`config.mk`:
```
export PLATFORM = sky130hd
export DESIGN_NAME = hr_cache
export DESIGN_NICKNAME = d
export VERILOG_FILES = /design/src/rtl/hr_cache_pkg.sv /design/src/rtl/hr_probe.sv /design/src/rtl/hr_line_store.sv /design/src/rtl/hr_cache.sv
export SDC_FILE = /design/constraint.sdc
export NUM_CORES = 1
export LEC_CHECK = 0
export ABC_AREA = 0
export BUFFER_PORTS_ARGS = -buffer_cell sky130_fd_sc_hd__buf_2
export CORE_MARGIN = 2
export CORE_UTILIZATION = 51
export CTS_BUF_LIST = sky130_fd_sc_hd__clkbuf_4 sky130_fd_sc_hd__clkbuf_8
export CTS_CLUSTER_DIAMETER = 150
export DETAILED_ROUTE_END_ITERATION = 16
export PLACE_DENSITY_LB_ADDON = 0.1
export SLEW_MARGIN = 5
export SYNTH_ARGS = -nofsm -noshare
export SYNTH_HDL_FRONTEND = slang
export SYNTH_SLANG_ARGS = --single-unit
```
`constraint.sdc`:
```
create_clock -name clk_i -period 4.3 [get_ports clk_i]
set_input_delay 0.43 -clock clk_i [delete_from_list [all_inputs] [get_ports clk_i]]
set_output_delay 0.43 -clock clk_i [all_outputs]
set_load 0.1 [all_outputs]
```
`src/rtl/hr_cache_pkg.sv`:
```
package hr_cache_pkg;

  typedef enum logic [1:0] {
    ST_IDLE   = 2'd0,
    ST_PROBE2 = 2'd1,
    ST_SWAP   = 2'd2,
    ST_FILL   = 2'd3
  } hr_state_e;

endpackage

```
`src/rtl/hr_probe.sv`:
```
module hr_probe #(
  parameter int unsigned TAG_W = 4
) (
  input  logic             vld_i,
  input  logic [TAG_W-1:0] tag_i,
  input  logic             rh_i,
  input  logic [TAG_W-1:0] cmp_tag_i,
  input  logic             want_rh_i,
  output logic             hit_o
);
  // flag is part of the compare
  assign hit_o = vld_i && (rh_i == want_rh_i) && (tag_i == cmp_tag_i);
endmodule

```
`src/rtl/hr_line_store.sv`:
```
module hr_line_store #(
  parameter int unsigned IDX_W  = 4,
  parameter int unsigned TAG_W  = 4,
  parameter int unsigned DATA_W = 8
) (
  input  logic              clk_i,
  input  logic              rst_ni,
  input  logic [IDX_W-1:0]  rd_a_idx_i,
  output logic              rd_a_vld_o,
  output logic [TAG_W-1:0]  rd_a_tag_o,
  output logic              rd_a_rh_o,
  output logic [DATA_W-1:0] rd_a_data_o,
  input  logic [IDX_W-1:0]  rd_b_idx_i,
  output logic              rd_b_vld_o,
  output logic [TAG_W-1:0]  rd_b_tag_o,
  output logic              rd_b_rh_o,
  output logic [DATA_W-1:0] rd_b_data_o,
  input  logic              wa_en_i,
  input  logic [IDX_W-1:0]  wa_idx_i,
  input  logic              wa_vld_i,
  input  logic [TAG_W-1:0]  wa_tag_i,
  input  logic              wa_rh_i,
  input  logic [DATA_W-1:0] wa_data_i,
  input  logic              wb_en_i,
  input  logic [IDX_W-1:0]  wb_idx_i,
  input  logic              wb_vld_i,
  input  logic [TAG_W-1:0]  wb_tag_i,
  input  logic              wb_rh_i,
  input  logic [DATA_W-1:0] wb_data_i
);
  localparam int unsigned LINES = 1 << IDX_W;

  logic              vld_q  [LINES];
  logic              rh_q   [LINES];
  logic [TAG_W-1:0]  tag_q  [LINES];
  logic [DATA_W-1:0] data_q [LINES];

  for (genvar g = 0; g < LINES; g++) begin : g_line
    always_ff @(posedge clk_i or negedge rst_ni) begin
      if (!rst_ni) begin
        vld_q[g]  <= 1'b0;
        rh_q[g]   <= 1'b0;
        tag_q[g]  <= '0;
        data_q[g] <= '0;
      end else if (wa_en_i && wa_idx_i == IDX_W'(g)) begin
        vld_q[g]  <= wa_vld_i;
        rh_q[g]   <= wa_rh_i;
        tag_q[g]  <= wa_tag_i;
        data_q[g] <= wa_data_i;
      end else if (wb_en_i && wb_idx_i == IDX_W'(g)) begin
        vld_q[g]  <= wb_vld_i;
        rh_q[g]   <= wb_rh_i;
        tag_q[g]  <= wb_tag_i;
        data_q[g] <= wb_data_i;
      end
    end
  end

  assign rd_a_vld_o  = vld_q[rd_a_idx_i];
  assign rd_a_tag_o  = tag_q[rd_a_idx_i];
  assign rd_a_rh_o   = rh_q[rd_a_idx_i];
  assign rd_a_data_o = data_q[rd_a_idx_i];
  assign rd_b_vld_o  = vld_q[rd_b_idx_i];
  assign rd_b_tag_o  = tag_q[rd_b_idx_i];
  assign rd_b_rh_o   = rh_q[rd_b_idx_i];
  assign rd_b_data_o = data_q[rd_b_idx_i];

  // both write ports target the two partner slots, never the same one
  p_wr_distinct_r4: assert property (@(posedge clk_i) disable iff (!rst_ni)
    (wa_en_i && wb_en_i) |-> (wa_idx_i != wb_idx_i));
endmodule

```
`src/rtl/hr_cache.sv`:
```
module hr_cache
  import hr_cache_pkg::*;
#(
  parameter int unsigned ADDR_W = 8,
  parameter int unsigned IDX_W  = 4,
  parameter int unsigned DATA_W = 8
) (
  input  logic              clk_i,
  input  logic              rst_ni,
  input  logic              req_valid_i,
  output logic              req_ready_o,
  input  logic [ADDR_W-1:0] req_addr_i,
  output logic              rsp_valid_o,
  output logic [DATA_W-1:0] rsp_data_o,
  output logic              mem_req_o,
  output logic [ADDR_W-1:0] mem_addr_o,
  input  logic              mem_valid_i,
  input  logic [DATA_W-1:0] mem_data_i
);
  localparam int unsigned TAG_W = ADDR_W - IDX_W;
  localparam logic [IDX_W-1:0] FLIP = {1'b1, {(IDX_W-1){1'b0}}};

  hr_state_e         state_q, state_d;
  logic [ADDR_W-1:0] addr_q;
  logic              rsp_valid_q;
  logic [DATA_W-1:0] rsp_data_q;

  logic [IDX_W-1:0]  pri_idx, alt_idx;
  logic [TAG_W-1:0]  cur_tag;
  logic              accept, p_hit, r_hit;

  logic              a_vld, a_rh, b_vld, b_rh;
  logic [TAG_W-1:0]  a_tag, b_tag;
  logic [DATA_W-1:0] a_data, b_data;

  logic              wa_en, wa_vld, wa_rh, wb_en, wb_vld, wb_rh;
  logic [IDX_W-1:0]  wa_idx, wb_idx;
  logic [TAG_W-1:0]  wa_tag, wb_tag;
  logic [DATA_W-1:0] wa_data, wb_data;

  assign req_ready_o = (state_q == ST_IDLE);
  assign accept      = req_valid_i && req_ready_o;
  assign pri_idx     = (state_q == ST_IDLE) ? req_addr_i[IDX_W-1:0] : addr_q[IDX_W-1:0];
  assign cur_tag     = (state_q == ST_IDLE) ? req_addr_i[ADDR_W-1:IDX_W] : addr_q[ADDR_W-1:IDX_W];
  assign alt_idx     = addr_q[IDX_W-1:0] ^ FLIP;

  hr_line_store #(.IDX_W(IDX_W), .TAG_W(TAG_W), .DATA_W(DATA_W)) u_store (
    .clk_i, .rst_ni,
    .rd_a_idx_i(pri_idx), .rd_a_vld_o(a_vld), .rd_a_tag_o(a_tag),
    .rd_a_rh_o(a_rh), .rd_a_data_o(a_data),
    .rd_b_idx_i(alt_idx), .rd_b_vld_o(b_vld), .rd_b_tag_o(b_tag),
    .rd_b_rh_o(b_rh), .rd_b_data_o(b_data),
    .wa_en_i(wa_en), .wa_idx_i(wa_idx), .wa_vld_i(wa_vld), .wa_tag_i(wa_tag),
    .wa_rh_i(wa_rh), .wa_data_i(wa_data),
    .wb_en_i(wb_en), .wb_idx_i(wb_idx), .wb_vld_i(wb_vld), .wb_tag_i(wb_tag),
    .wb_rh_i(wb_rh), .wb_data_i(wb_data)
  );

  hr_probe #(.TAG_W(TAG_W)) u_probe_pri (
    .vld_i(a_vld), .tag_i(a_tag), .rh_i(a_rh),
    .cmp_tag_i(cur_tag), .want_rh_i(1'b0), .hit_o(p_hit)
  );

  hr_probe #(.TAG_W(TAG_W)) u_probe_alt (
    .vld_i(b_vld), .tag_i(b_tag), .rh_i(b_rh),
    .cmp_tag_i(addr_q[ADDR_W-1:IDX_W]), .want_rh_i(1'b1), .hit_o(r_hit)
  );

  always_comb begin
    state_d = state_q;
    wa_en = 1'b0; wa_idx = pri_idx; wa_vld = 1'b0; wa_tag = '0; wa_rh = 1'b0; wa_data = '0;
    wb_en = 1'b0; wb_idx = alt_idx; wb_vld = 1'b0; wb_tag = '0; wb_rh = 1'b0; wb_data = '0;
    unique case (state_q)
      ST_IDLE:   if (accept && !p_hit) state_d = ST_PROBE2;
      ST_PROBE2: state_d = r_hit ? ST_SWAP : ST_FILL;
      ST_SWAP: begin
        // hot line goes home; home occupant moves across with flag inverted
        wa_en = 1'b1; wa_vld = b_vld; wa_tag = b_tag; wa_rh = 1'b0; wa_data = b_data;
        wb_en = 1'b1; wb_vld = a_vld; wb_tag = a_tag; wb_rh = !a_rh; wb_data = a_data;
        state_d = ST_IDLE;
      end
      ST_FILL: if (mem_valid_i) begin
        wa_en = 1'b1; wa_vld = 1'b1; wa_tag = addr_q[ADDR_W-1:IDX_W]; wa_rh = 1'b0;
        wa_data = mem_data_i;
        wb_en = a_vld; wb_vld = a_vld; wb_tag = a_tag; wb_rh = !a_rh; wb_data = a_data;
        state_d = ST_IDLE;
      end
      default: state_d = ST_IDLE;
    endcase
  end

  always_ff @(posedge clk_i or negedge rst_ni) begin
    if (!rst_ni) begin
      state_q     <= ST_IDLE;
      addr_q      <= '0;
      rsp_valid_q <= 1'b0;
      rsp_data_q  <= '0;
    end else begin
      state_q     <= state_d;
      rsp_valid_q <= 1'b0;
      if (accept) addr_q <= req_addr_i;
      if (state_q == ST_IDLE && accept && p_hit) begin
        rsp_valid_q <= 1'b1;
        rsp_data_q  <= a_data;
      end else if (state_q == ST_PROBE2 && r_hit) begin
        rsp_valid_q <= 1'b1;
        rsp_data_q  <= b_data;
      end else if (state_q == ST_FILL && mem_valid_i) begin
        rsp_valid_q <= 1'b1;
        rsp_data_q  <= mem_data_i;
      end
    end
  end

  assign rsp_valid_o = rsp_valid_q;
  assign rsp_data_o  = rsp_data_q;
  assign mem_req_o   = (state_q == ST_FILL);
  assign mem_addr_o  = addr_q;

  p_hit_lat_r1: assert property (@(posedge clk_i) disable iff (!rst_ni)
    (accept && p_hit) |=> (rsp_valid_o && req_ready_o));

  p_rehash_lat_r2: assert property (@(posedge clk_i) disable iff (!rst_ni)
    (state_q == ST_PROBE2 && r_hit) |=> (rsp_valid_o && !req_ready_o) ##1 req_ready_o);

  p_busy_r3: assert property (@(posedge clk_i) disable iff (!rst_ni)
    (accept && !p_hit) |=> !req_ready_o ##1 !req_ready_o);

  p_fill_rsp_r5: assert property (@(posedge clk_i) disable iff (!rst_ni)
    (mem_req_o && mem_valid_i) |=> (rsp_valid_o && rsp_data_o == $past(mem_data_i)));

  p_mem_hold_r9: assert property (@(posedge clk_i) disable iff (!rst_ni)
    (mem_req_o && !mem_valid_i) |=> (mem_req_o && $stable(mem_addr_o)));
endmodule

```
==> results by group <==
Global route
  • GR Overflow Total: 0
  • Global-route usage over all layers: 39.3%
  • Vias in the first global route: 13,300
  • Largest net degree at the start of global routing: 117
  • Initial antenna violation count: 0
  • First-pass GRT wire length: 88,200 µm

Power
  • Switching Share: 49.0%
  • Max VDD drop: 0.471 mV
  • Leak pwr: 6.85 nW
  • Clock network power share: 16.6%
  • Internal: 7.30 mW
  • Comb power frac: 56.2%
  • Cell Pwr Density: 866 nW/µm²
  • Sw power: 7.01 mW
  • Flop pwr share: 27.2%

Floorplan
  • Chip Width: 174 µm
  • Starting density of the core: 51.7%
  • Number of I/O pins: 39
  • Die height: 174 µm
  • Die area: 30,400 µm²
  • FP Rows: 62
  • Core ar.: 28,600 µm²

Job
  • Total of max-cap violations: 0

Timing
  • Setup-failing EPs final: 0
  • TNS Setup: 0 ns
  • Final Max Tran Viols: 0
  • Hold slack: 0.0972 ns
  • F_max: 251 MHz
  • Tcrit/Tclk final: 92.7%
  • Hold Fails Final Rpt: 0
  • Clock skew: 0.0211 ns
  • RSZ-0062 raised after global routing: no
  • Least-Margin Pin Slew: 1.23 ns
  • Min cycle time layout: 3.99 ns
  • Worst relative slew slack: 17.8%

Detailed routing
  • DRT iter0 DRCs: 1,948
  • Avg WL per Cell: 32.4 µm
  • Routed Antenna Nets: 0
  • Routed via count: 13,500
  • DRT Pass-1 Iters: 6
  • Via density: 7.43
  • WL final: 59,000 µm
  • Drt drc: 0

Setup path
  • Largest stage delay, worst path: 0.94 ns
  • CP Class: reg -> reg
  • Reg2reg setup slack: 0.31 ns
  • Reg2reg path depth: 10
  • Worst setup SP type: flop
  • Worst r2r dst: u_store.data_q[22]
  • Most common cell on crit path: nor2_1
  • Highest net fanout along the worst path: 16
  • Req. time, crit path: 4.81 ns
  • Crit. End Element: flop
  • R2R Path Start: state_q[1]
  • Slowest-stage cell, CP: nor2_1
  • Crit path DAT: 4.50 ns
  • Cells along the critical path: or2_1 > inv_6 > mux2_4 > mux4_2 > nor2_1 > or4_4 > o21a_1 > buf_4 > nor2_1 > a221o_1

Synthesis
  • Top-area cell type share of the netlist area: 41.1%
  • Syn_area_per_cell: 10.8 µm²
  • Post-Synthesis Cells: 1,375
  • Number of synthesized flops with an enable pin: 0
  • Mapped Nets: 1,395
  • Distinct cells, synth: 60
  • Seq cells post-synth: 243
  • Largest cells by area after synthesis: dfrtp_1 (41%), mux4_2 (13%), a221o_1 (13%)
  • Post-synth ARST share: 100%
  • Top_reg_cell synth: dfrtp_1
  • Cell area after synthesis: 14,800 µm²
  • Ys Warns: 0
  • Register area share after synthesis: 41.1%
  • Yosys top cell by area: dfrtp_1

Hold path
  • Worst Hold Path Cells: 2
  • Hold path endpoint: mem_addr_o[4]
  • Hold/Removal Path Class: in -> reg
  • Hold path startpoint: req_addr_i[4]

Final layout
  • Most frequent cells in the layout: nor2_1 (248), dfrtp_1 (241), a221o_1 (192)
  • Share of layout cells above drive strength 1: 23.3%
  • Commonest non-fill, non-tap cell in the layout: nor2_1
  • Area grow syn2layout: 11.7%
  • # diodes: 0
  • Final #Nets: 1,423
  • Filler Cells Inserted: 2,421
  • Seq. cell area: 6090 µm²
  • Multi-input logic area: 8050 µm²
  • Finished Layout Cells: 1,820

Clock network
  • CTS max path bufs: 3
  • Num CTS Buffers: 44
  • Num Clock Sinks: 243
  • Clock slew at reported path FFs: 0.06 ns
  • # resized after CTS: 0
  • Clk Tree Root Cell: clkbuf_8
  • H-tree depth: 2
  • CTS tree: yes
  • Worst skew pair latency: 0.60 ns

Status
  • Status: completed

Placed design
  • Dpl cells: 1,740
  • Port Buffer Count: 38
  • Placer Congestion: 0.955
  • HPWL Detailed: 37,200 µm
==> flip-flops by register name, indices dropped and copies added, names as in the netlist <==
register and flops:
rsp_data_o 8, rsp_valid_o 1, u_store.tag_q 64, mem_addr_o 8
state_q 2, u_store.vld_q 16, u_store.data_q 128, u_store.rh_q 16
==> area by class of cell <==
class | instances | area share [%]
timing repair buffer | 129 | 5.74
sequential | 243 | 36.9
inverter | 2 | 0.0758
tap | 384 | 2.91
clock buffer | 67 | 5.05
clock inverter | 12 | 0.591
multi-input combinational | 983 | 48.7
==> metrics by stage <==
stage / cell area (µm²) / power, mW / utilization [%] / setup slack [ns]
after floorplan: 14800 / 9.20 / - / 0.269
after global routing: 16500 / 14.8 / 57.7 / 0.208
after global placement: 15600 / 11.6 / 54.4 / 0.474
after detailed placement: 15600 / 11.7 / 54.4 / 0.400
final: 16500 / 14.3 / 57.7 / 0.312
after CTS: 16500 / 14.1 / 57.7 / 0.382
==> synthesized netlist by cell type, drive strengths merged, types with 2 or more instances <==
master	instances
a32oi	9
or4	4
nand2b	8
mux2i	42
nor2	249
nand2	68
inv	2
nor3b	7
and4	2
nand3	28
o22ai	2
xor2	4
nor3	8
buf	50
dfrtp	243
a211oi	25
a21oi	58
mux4	95
and2	9
clkbuf	97
a21boi	2
nor2b	19
o31ai	5
a22oi	38
a2111o	3
mux2	15
nor4	7
a2111oi	2
o21a	8
o22a	9
o21ai	44
or2	4
a41oi	2
nand4	7
a221o	192
==> worst max-delay path by stage <==
stage,startpoint,end,slack (ns),cells after the start
2_1_floorplan,mem_addr_o[0],u_store.data_q[56],0.27,10
3_5_place_dp,state_q[1],u_store.data_q[86],0.40,10
4_1_cts,state_q[1],u_store.data_q[22],0.38,10
6_report,state_q[1],u_store.data_q[22],0.31,10
3_3_place_gp,state_q[1],u_store.data_q[86],0.47,10
5_1_grt,state_q[1],u_store.data_q[78],0.21,10
==> worst max-delay path: cells and delay by family (launching register included) <==
kind	cells	cell delay (ns)
and+or+nand+nor	4	1.94
AOI/OAI and AO/OA	2	0.55
muxes	2	0.65
buffers and inverters	2	0.37
DFF	1	0.37
==> cell families after synthesis <==
logic type      count (synthesis)  synth area share, %
compound gates                402                 22.3
xor+xnor                        4                0.237
buf+inv                       149                 4.74
flops                         243                 41.1
mux                           152                 18.7
simple gates                  425                 12.9
==> routing by layer <==
layer  routed length [µm]  vias up  part of all wire [%]  track usage [%]
met5                   71        -                  0.12             1.76
met3                 6880      214                    12             10.9
met4                 3200        3                   5.4             20.7
met1                21900     6862                    37             51.4
met2                27000      993                    46             59.8
li1                     -     5451                     -                -
==> timing repair <==
item / 4_1_cts / 5_1_grt
hold buffers: 1 / 0
endpoints found under the hold margin: 71 / 0
buffers inserted: 0 / 0
==> power by group through the flow <==
| stage | registers (mW) | logic, mW | clock network (mW) |
|---|---|---|---|
| floorplan | 4.11 | 5.09 | 0 |
| global placement | 3.86 | 7.76 | 0 |
| detailed placement | 3.87 | 7.83 | 0 |
| CTS | 3.84 | 7.85 | 2.39 |
| global route | 3.96 | 8.36 | 2.49 |
| finish | 3.89 | 8.04 | 2.38 |
No activity file was read; power rests on OpenSTA's default activity.
